$ cat src/rtl/trk_pkg.sv
package trk_pkg;
  localparam int DEF_WORD_W    = 32;
  localparam int DEF_NUM_WORDS = 4;

  function automatic int idx_width(input int word_w, input int num_words);
    return $clog2(word_w * num_words);
  endfunction
endpackage

$ cat src/rtl/trk_reset_sync.sv
module trk_reset_sync (
  input  logic clk,
  input  logic rst_n,
  output logic rst_n_sync
);
  logic stage_q;

  always_ff @(posedge clk or negedge rst_n) begin
    if (!rst_n) begin
      stage_q    <= 1'b0;
      rst_n_sync <= 1'b0;
    end else begin
      stage_q    <= 1'b1;
      rst_n_sync <= stage_q;
    end
  end
endmodule

$ cat src/rtl/trk_edge_detect.sv
module trk_edge_detect (
  input  logic clk,
  input  logic rst_n,
  input  logic trig_i,
  output logic advance_o
);
  logic trig_q;

  assign advance_o = trig_i & ~trig_q;

  always_ff @(posedge clk or negedge rst_n) begin
    if (!rst_n) trig_q <= 1'b0;
    else        trig_q <= trig_i;
  end

  // One advance per rising edge.
  assert_single_advance_R2: assert property (@(posedge clk) disable iff (!rst_n)
    advance_o |=> !advance_o);
endmodule

$ cat src/rtl/trk_word_slice.sv
module trk_word_slice #(
  parameter int WORD_W   = 32,
  parameter int IDX_W    = 7,
  parameter int SLICE_ID = 0
) (
  input  logic              clk,
  input  logic              rst_n,
  input  logic              advance_i,
  input  logic              carry_i,
  input  logic              set_en_i,
  input  logic [IDX_W-1:0]  set_idx_i,
  output logic [WORD_W-1:0] word_o
);
  localparam int BIT_W = $clog2(WORD_W);
  localparam int SEL_W = IDX_W - BIT_W;

  logic [WORD_W-1:0] word_q, word_d, shifted, mask;
  logic              hit;

  assign hit    = set_en_i && (set_idx_i[IDX_W-1:BIT_W] == SEL_W'(SLICE_ID));
  assign word_o = word_q;

  always_comb begin
    shifted = {carry_i, word_q[WORD_W-1:1]};
    mask    = '0;
    if (hit) mask[set_idx_i[BIT_W-1:0]] = 1'b1;
    word_d  = word_q;
    if (advance_i) word_d = shifted | mask;
  end

  always_ff @(posedge clk or negedge rst_n) begin
    if (!rst_n) word_q <= '0;
    else        word_q <= word_d;
  end

  assert_hold_idle_R9: assert property (@(posedge clk) disable iff (!rst_n)
    !advance_i |=> $stable(word_o));

  assert_carry_in_R3: assert property (@(posedge clk) disable iff (!rst_n)
    (advance_i && !(hit && set_idx_i[BIT_W-1:0] == BIT_W'(WORD_W-1)))
      |=> word_o[WORD_W-1] == $past(carry_i));
endmodule

$ cat src/rtl/trk_shift_tracker.sv
module trk_shift_tracker
  import trk_pkg::*;
#(
  parameter int WORD_W    = DEF_WORD_W,
  parameter int NUM_WORDS = DEF_NUM_WORDS,
  localparam int TOTAL    = WORD_W * NUM_WORDS,
  localparam int IDX_W    = idx_width(WORD_W, NUM_WORDS)
) (
  input  logic                             clk,
  input  logic                             rst_n,
  input  logic                             trig_i,
  input  logic                             din_i,
  input  logic [IDX_W-1:0]                 idx_i,
  output logic                             serial_o,
  output logic [NUM_WORDS-1:0][WORD_W-1:0] words_o
);
  logic             rst_n_sync;
  logic             advance;
  logic             set_en;
  logic [TOTAL-1:0] flat;

  trk_reset_sync u_rst (
    .clk        (clk),
    .rst_n      (rst_n),
    .rst_n_sync (rst_n_sync)
  );

  trk_edge_detect u_edge (
    .clk       (clk),
    .rst_n     (rst_n_sync),
    .trig_i    (trig_i),
    .advance_o (advance)
  );

  assign set_en = din_i && (idx_i != '0);

  for (genvar w = 0; w < NUM_WORDS; w++) begin : g_word
    logic carry;
    if (w == NUM_WORDS - 1) begin : g_top
      assign carry = 1'b0;
    end else begin : g_mid
      assign carry = words_o[w+1][0];
    end

    trk_word_slice #(
      .WORD_W   (WORD_W),
      .IDX_W    (IDX_W),
      .SLICE_ID (w)
    ) u_slice (
      .clk       (clk),
      .rst_n     (rst_n_sync),
      .advance_i (advance),
      .carry_i   (carry),
      .set_en_i  (set_en),
      .set_idx_i (idx_i),
      .word_o    (words_o[w])
    );
  end

  assign flat     = words_o;
  assign serial_o = words_o[0][0];

  assert_plain_shift_R3: assert property (@(posedge clk) disable iff (!rst_n_sync)
    (advance && !set_en) |=> flat == ($past(flat) >> 1));

  assert_top_zero_R4: assert property (@(posedge clk) disable iff (!rst_n_sync)
    (advance && !(set_en && idx_i == IDX_W'(TOTAL-1))) |=> !flat[TOTAL-1]);

  assert_mark_R5: assert property (@(posedge clk) disable iff (!rst_n_sync)
    (advance && set_en) |=> flat[$past(idx_i)]);

  assert_index_zero_R6: assert property (@(posedge clk) disable iff (!rst_n_sync)
    (advance && din_i && idx_i == '0) |=> flat == ($past(flat) >> 1));

  assert_steady_high_R2: assert property (@(posedge clk) disable iff (!rst_n_sync)
    (trig_i && $past(trig_i)) |=> $stable(flat));

  assert_serial_R8: assert property (@(posedge clk) disable iff (!rst_n_sync)
    (advance && !(set_en && idx_i == IDX_W'(1))) |=> serial_o == $past(flat[1]));
endmodule

$ cat config.mk
export PLATFORM = sky130hd
export DESIGN_NAME = trk_shift_tracker
export DESIGN_NICKNAME = d
export VERILOG_FILES = /design/src/rtl/trk_pkg.sv /design/src/rtl/trk_reset_sync.sv /design/src/rtl/trk_edge_detect.sv /design/src/rtl/trk_word_slice.sv /design/src/rtl/trk_shift_tracker.sv
export SDC_FILE = /design/constraint.sdc
export NUM_CORES = 1
export LEC_CHECK = 0
export ABC_AREA = 1
export CORE_ASPECT_RATIO = 1.4
export CORE_UTILIZATION = 53
export DETAILED_ROUTE_END_ITERATION = 8
export HOLD_SLACK_MARGIN = 0.12
export PLACE_DENSITY = 0.85
export SLEW_MARGIN = 30
export SYNTH_ARGS = -nofsm -noshare
export SYNTH_HDL_FRONTEND = slang
export SYNTH_SLANG_ARGS = --single-unit
$ cat constraint.sdc
create_clock -name clk -period 7.6 [get_ports clk]
set_clock_uncertainty 0.2 [all_clocks]
set_input_delay 1.52 -clock clk [delete_from_list [all_inputs] [get_ports clk]]
set_output_delay 1.52 -clock clk [all_outputs]
set_load 0.005 [all_outputs]
# Word level (Yosys, flattened, before mapping)
# Index checks and enable logic that the tools add are counted.
# totals
reg_bits,131
inputBits,11
output_inout_bits,129
wordCells,32
# op_classes
magnitude_cmp,2
eq_ne,3
mux,6
bitwise_logic,6
n_reduce_logical,8
# op_table
op,n
2-to-1 mux 32 bit,4
bitwise OR 32 bit,3
bitwise OR 31 x 32 -> 32 bit,1
nonzero test 7 bit,1
logical AND 1 bit,6
less-than comparator 5 x 6 -> 1 bit (second input constant),1
demux 1 bit (select 5 bit),1
greater-or-equal comparator 5 x 1 -> 1 bit (second input constant),1
equality test 2 bit (second input constant),2
equality test 2 x 1 -> 1 bit (second input constant),1
logical NOT 2 bit,1
AND 1 bit,1
2-to-1 mux 1 bit,1
inverter 1 bit,1

# Longest topological paths before layout
# Gate-level depths: netlist of run 1.
# logic_depth
word_depth,6
mapped_depth,8
depth_no_buf,6

# Modules after synthesis
# Synthesis of run 1 repeated with hierarchy kept, for this count alone.
# hier_totals
hier_cells,791
hier_area_um2,6174.7
# modules_own_cells
module,n_inst,cells_per_inst,area_each_um2,seq_area_each_um2
trk_word_slice at g_word[1].u_slice ...,2,194,1517.7,800.8
trk_word_slice at g_word[3].u_slice,1,194,1516.5,800.8
trk_word_slice at g_word[0].u_slice,1,192,1488.9,800.8
trk_reset_sync,1,3,53.8,50.0
trk_shift_tracker,1,11,45.0,0.0
trk_edge_detect,1,3,35.0,25.0

# Worst setup path before layout of run 1
# OpenSTA, ideal clock, no wires.
# synth_path
kind,input-to-reg
from,input port trig_i
to,register g_word[3].u_slice.word_q[12]
setup_ns,0.132
t_arrival_ns,2.311
required_time_ns,7.268
setup_slack_ns,4.957
cell_stages,8
path_buffers,3
cell_sequence,inv_1 > nor2_4 > inv_2 > buf_4 > buf_6 > buf_2 > nand2_1 > o21ai_1
# synth_between
elab_chain_cells,1
# synth_lines
item,line,text
from (decl),trk_shift_tracker.sv:11,"input logic trig_i,"
AND 1 bit,trk_edge_detect.sv:9,assign advance_o = trig_i & ~trig_q;
to (signal assigned),trk_word_slice.sv:33,else word_q <= word_d;
to (decl),trk_word_slice.sv:17,"logic [WORD_W-1:0] word_q, word_d, shifted, mask;"
# Every way passes these cells.
# A chain may end at the register's enable or synchronous reset.

# Final worst setup path of run 1
# layout_path
from,input port trig_i
to,register g_word[1].u_slice.word_q[29]
# layout_between
elab_chain_cells,1
# layout_lines
item,line
AND 1 bit,trk_edge_detect.sv:9
to (signal assigned),trk_word_slice.sv:33
to (decl),trk_word_slice.sv:17
# Every way passes these cells.

==> impl_metrics.env, run 1 <==
export IMPL_io_buffers=139
export IMPL_rsz0062_at_grt="false"
export IMPL_drt_wl_total_um=16600
export IMPL_synth_top_cell_by_area="dfrtp_1"
export IMPL_cts_made_buffers=17
export IMPL_arrival_ns=3.78
export IMPL_postCtsSetupRepairBufs=0
export IMPL_leakagePower_nw=3.11
export IMPL_pwr_share_seq=0.424
export IMPL_start_util=0.551
export IMPL_worstSkewPairLatency_ns=0.42
export IMPL_antenna_found_initial=0
export IMPL_synth_xor_area_share=0
export IMPL_cp_required_ns=7.73
export IMPL_setup_tns_ns=0
export IMPL_dieArea_um2=11300
export IMPL_p_int_w=0.00155
export IMPL_dieHeight_um=125
export IMPL_setup_viol=0
export IMPL_grt_pass1_wl_um=26000
export IMPL_fin_nets=795
export IMPL_period_needed_ns=3.64
export IMPL_synth_area_mux_share=0
export IMPL_tightest_slew_ns=0.955
export IMPL_hpwlAfterDp_um=10900
export IMPL_syn_num_nets=681
export IMPL_synthCells=670
export IMPL_ys_warn_count=0
export IMPL_fillers=737
export IMPL_max_cap_viol_count=0
export IMPL_cts_tree="yes"
export IMPL_synth_area_um2=5760
export IMPL_rows=44
export IMPL_critical_path_top_delay_family="buffers and inverters"
export IMPL_yosysSeqAreaShare=0.569
export IMPL_grt_max_degree=114
export IMPL_path_clk_slew_ns=0.06
export IMPL_synthSimpleGateAreaFrac=0.186
export IMPL_switching_power_w=0.000607
export IMPL_ys_types=21
export IMPL_drt_first_pass_iters=6
export IMPL_gp_congestion=0.899
export IMPL_status="complete, no violations"
export IMPL_powerDensity_nw_per_um2=279
export IMPL_wl_per_cell_um=17.8
export IMPL_path_class="primary input to register"
export IMPL_cts_hold_buf=0
export IMPL_drv_slew=0
export IMPL_viasPerCell=5.91
export IMPL_whs_ns=0.138
export IMPL_vias=5530
export IMPL_ant_nets=0
export IMPL_track_usage=0.295
export IMPL_drc_errors=0
export IMPL_relSlewSlack=0.363
export IMPL_worstPathMaxFanout=113
export IMPL_cts_buffer_depth=2
export IMPL_cpPeakStageDelay_ns=0.63
export IMPL_synth_area_leaders="dfrtp_1 (57%), a21oi_1 (10%), nand2_1 (7.0%)"
export IMPL_place_area_um2=7090
export IMPL_holdCritPathClass="register to asynchronous set/reset pin"
export IMPL_period_share=0.479
export IMPL_synth_compound_area_frac=0.187
export IMPL_die_x_um=90.1
export IMPL_path_buf_inv=5
export IMPL_crit_path_start_kind="primary input"
export IMPL_synth_seq_cells=131
export IMPL_path_cells="clkdlybuf4s50_1 > inv_1 > nor2_4 > buf_16 > inv_6 > buf_6 > nand2_1 > o21ai_1"
export IMPL_crit_slowest_cell="buf_6"
export IMPL_clockRootBuffer="clkbuf_16"
export IMPL_ios=140
export IMPL_grt_ovfl_total=0
export IMPL_critPathCaptureType="register"
export IMPL_drive_above_1_share=0.0565
export IMPL_synth_top_family_by_area="compound AO/OA/AOI/OAI gates"
export IMPL_n_antenna_cell=0
export IMPL_max_freq_ghz=0.274
export IMPL_fin_area_um2=7740
export IMPL_cts_sinks=131
export IMPL_post_cts_resized=0
export IMPL_grt_pass1_vias=5127
export IMPL_combPwrFrac=0.211
export IMPL_clockPowerShare=0.365
export IMPL_area_growth_synth_to_final_pct=34.3
export IMPL_cts_htree_levels=4
export IMPL_vdd_drop_max_uv=170
export IMPL_sw_frac_of_total=0.281
export IMPL_syn_avg_cell_area_um2=8.60
export IMPL_yosys_area_top_type_share=0.569
export IMPL_synthAdderAreaFrac=0
export IMPL_drt_iter0_drc=676
export IMPL_fp_coreArea_um2=10500
export IMPL_finalHoldViolations=0
## state kept, by name, summed over array words and instances (netlist names)
signal / count
g_word.u_slice.word_o: 128
u_edge.trig_q: 1
u_rst.rst_n_sync: 1
u_rst.stage_q: 1
## cell usage after synthesis
cell type    n
conb_1       1
nand2_1    108
nand2_2      3
nand3_1     10
o21ai_0     17
a21oi_1    117
inv_2        1
inv_1       17
buf_6        4
o21ai_1     69
a22oi_1      4
buf_2       23
buf_4        5
buf_1        2
dfrtp_1    131
a31oi_1      4
o21bai_1     1
nand4_1     30
nor2_4       1
clkbuf_1    16
nor2_1     106
## metrics by stage
| step | worst slack (ns) | total power [W] | instances | utilization |
|---|---|---|---|---|
| after floorplan | 3.48 | 0.00108 | 670 | - |
| after global placement | 3.11 | 0.00135 | 900 | 0.678 |
| after detailed placement | 3.05 | 0.00137 | 900 | 0.678 |
| after CTS | 3.46 | 0.00215 | 932 | 0.733 |
| after global routing | 3.77 | 0.00224 | 935 | 0.740 |
| final | 3.96 | 0.00216 | 935 | 0.740 |
## cells by family (layout without fill, tap and decap cells)
| logic type | Yosys count | count (layout) |
|---|---|---|
| buffers and inverters | 68 | 195 |
| AO/OA/AOI/OAI | 212 | 212 |
| AND/OR/NAND/NOR | 258 | 258 |
| flip-flops | 131 | 131 |
| other | 1 | 1 |
## cell type report
type	instances	area, um^2	share of cell area
multi-input combinational	471	2150	0.278
tap	138	173	0.0223
timing repair buffer	145	1490	0.193
clock buffer	17	425	0.0550
inverter	18	72.6	0.00937
clock inverter	15	143	0.0184
sequential	131	3280	0.424
## cell usage in the layout (no fill, tap or decap), drive strengths merged, types with 6 or more instances in the layout
master / count
clkdlybuf4s50: 139
dfrtp: 131
a21oi: 117
nand2: 111
nor2: 107
o21ai: 86
nand4: 30
clkbuf: 17
inv: 16
clkinv: 11
nand3: 10
buf: 6
## power groups by stage
stage	Clock, W	Sequential [W]	Combinational [W]
finish	0.000788	0.000916	0.000455
global route	0.000815	0.000928	0.000496
CTS	0.000788	0.000921	0.000445
detailed placement	0	0.000931	0.000440
global placement	0	0.000928	0.000427
floorplan	0	0.000919	0.000162
## per-layer routing
| metal | share of wire | global-route usage |
|---|---|---|
| met5 | 0 | 0 |
| met3 | 0.088 | 0.0760 |
| met1 | 0.39 | 0.378 |
| met4 | 0.043 | 0.147 |
| met2 | 0.48 | 0.466 |
## worst reg2reg max path, cell delays in order (launching register included)
cell and delay [ns]:
dfrtp_1 0.37, nor2_4 0.10, buf_16 0.19, inv_6 0.48
buf_6 0.65, nand2_1 0.18, o21ai_1 0.15
## path summary, 6_finish.rpt
path	end	from	cells after the start	slack (ns)
worst max-delay path	g_word[1].u_slice.word_o[29]	trig_i	8	3.96
worst min-delay path	g_word[1].u_slice.word_o[11]	u_rst.rst_n_sync	1	0.14
worst max register to register	g_word[1].u_slice.word_o[29]	u_edge.trig_q	6	5.19
worst min register to register	g_word[1].u_slice.word_o[11]	u_rst.rst_n_sync	1	0.14
max in group asynchronous	u_rst.rst_n_sync	rst_n	1	6.01
min in group clk	u_rst.rst_n_sync	u_rst.stage_q	0	0.16
Power figures use the tool's default switching activity.
==> inputs of run 2 (changes only) <==
- CORE_UTILIZATION: 53 -> 50
- PLACE_DENSITY: 0.85 -> 0.81
- clock period: 7.6 -> 3.6 ns (I/O delays scaled with it)
==> run 2 against run 1 <==
Hold slack better by 0.028 ns. Global-route usage is 0.32 points lower. Critical path type unchanged. Final cell count up 1.2%. Die area rose by 5.9%. Via count shrank 1.4%. Design area increased by 0.42%. Largest cell class unchanged.
==> impl_metrics.env, run 2 (synthesis gave the netlist of run 1 again) <==
export IMPL_status="complete, no violations"
export IMPL_setup_tns_ns=0
export IMPL_cts_htree_levels=4
export IMPL_track_usage=0.292
export IMPL_grt_ovfl_total=0
export IMPL_relSlewSlack=0.485
export IMPL_cp_required_ns=3.74
export IMPL_area_growth_synth_to_final_pct=34.9
export IMPL_period_share=0.644
export IMPL_tightest_slew_ns=0.773
export IMPL_setup_slack_ns=1.28
export IMPL_startpoint="idx_i[2]"
export IMPL_post_place_ws_ns=0.914
export IMPL_rsz0062_at_grt="false"
export IMPL_n_antenna_cell=0
export IMPL_clockRootBuffer="clkbuf_16"
export IMPL_antenna_found_initial=0
export IMPL_final_core_util=0.689
export IMPL_layout_common_cells="clkdlybuf4s50_1 (139), dfrtp_1 (130), a21oi_1 (117), nand2_1 (108), nor2_1 (106)"
export IMPL_cts_buffer_depth=2
export IMPL_max_cap_viol_count=0
export IMPL_drive_above_1_share=0.0561
export IMPL_setup_viol=0
export IMPL_grt_max_degree=115
export IMPL_dieArea_um2=12000
export IMPL_hold_depth=0
export IMPL_gp_congestion=0.862
export IMPL_drc_errors=0
export IMPL_cts_sinks=131
export IMPL_vias=5450
export IMPL_final_common_cell="clkdlybuf4s50_1"
export IMPL_period_needed_ns=2.32
export IMPL_powerDensity_nw_per_um2=594
export IMPL_path_class="primary input to register"
export IMPL_r2r_start="u_rst.rst_n_sync"
export IMPL_die_x_um=92.7
export IMPL_drv_slew=0
export IMPL_max_freq_ghz=0.431
export IMPL_crit_slowest_cell="clkdlybuf4s50_1"
export IMPL_leakagePower_nw=3.15
export IMPL_hpwlAfterDp_um=11200
export IMPL_post_cts_resized=0
export IMPL_regArea_um2=3280
export IMPL_fp_coreArea_um2=11300
export IMPL_path_cells="clkdlybuf4s50_1 > inv_1 > nand2_2 > inv_1 > nand2_2 > nand4_1 > a21oi_1"
export IMPL_critPathCaptureType="register"
export IMPL_rows=46
export IMPL_grt_pass1_wl_um=26700
export IMPL_wl_per_cell_um=17.6
export IMPL_largest_register_ff_count=128
export IMPL_vdd_drop_max_uv=386
export IMPL_worstSkewPairLatency_ns=0.42
export IMPL_critical_path_top_delay_family="simple AND/OR/NAND/NOR gates"
export IMPL_viasPerCell=5.76
export IMPL_multi_input_area_um2=2150
export IMPL_ant_nets=0
export IMPL_hold_start="u_rst.stage_q"
export IMPL_cts_tree="yes"
export IMPL_drt_iter0_drc=678
export IMPL_fin_nets=800
export IMPL_r2r_end="g_word[2].u_slice.word_o[8]"
export IMPL_grt_pass1_vias=5104
export IMPL_finalHoldViolations=0
export IMPL_crit_path_start_kind="primary input"
export IMPL_io_buffers=139
export IMPL_drt_wl_total_um=16600
export IMPL_drt_first_pass_iters=6
export IMPL_fillers=893
export IMPL_cts_hold_buf=0
export IMPL_worstPathMaxFanout=31
export IMPL_reg2reg_depth=1
export IMPL_arrival_ns=2.45
export IMPL_cpPeakStageDelay_ns=0.56
export IMPL_hold_end="u_rst.rst_n_sync"
export IMPL_path_clk_slew_ns=0.06
export IMPL_cts_made_buffers=17
export IMPL_r2r_slack_ns=1.93
export IMPL_holdCritPathClass="register to register"
export IMPL_ios=140
export IMPL_path_buf_inv=3
export IMPL_start_util=0.511
export IMPL_postCtsSetupRepairBufs=0
export IMPL_dieHeight_um=129
run 2: per-layer routing:
metal,up-vias,GRT usage,part of all wire
met2,292,0.465,0.50
li1,2509,-,-
met1,2605,0.386,0.40
met4,0,0.133,0.030
met5,-,0,0
met3,44,0.0610,0.075
run 2: worst max path at each step:
stage / end / slack [ns] / cells past startpoint
finish: g_word[0].u_slice.word_o[25] / 1.28 / 7
global route: g_word[0].u_slice.word_o[20] / 1.11 / 7
CTS: words_o[37] / 1.31 / 1
detailed placement: g_word[1].u_slice.word_o[15] / 0.91 / 6
global placement: g_word[1].u_slice.word_o[17] / 0.99 / 6
floorplan: g_word[0].u_slice.word_o[0] / 1.22 / 0
run 2: layout make-up:
| cell class | count | share of cell area |
|---|---|---|
| sequential | 131 | 0.422 |
| multi-input combinational | 471 | 0.277 |
| timing repair buffer | 150 | 0.193 |
| clock buffer | 22 | 0.0584 |
| tap | 144 | 0.0232 |
| clock inverter | 10 | 0.0171 |
| inverter | 18 | 0.00934 |
run 2: power breakdown:
part	total (W)	internal, W	switching, W
Sequential	0.00195	0.00171	0.000239
Combinational	0.000940	0.000555	0.000385
Clock	0.00173	0.00110	0.000627
Total	0.00462	0.00337	0.00125
run 2: through the flow:
stage / hold WS [ns] / area (um^2) / instances / power (W)
final: 0.166 / 7770 / 946 / 0.00462
after global routing: 0.178 / 7770 / 946 / 0.00482
after CTS: 0.172 / 7770 / 946 / 0.00463
after detailed placement: 0.157 / 7190 / 914 / 0.00290
after global placement: 0.139 / 7190 / 914 / 0.00287
after floorplan: 0.131 / 5770 / 670 / 0.00228
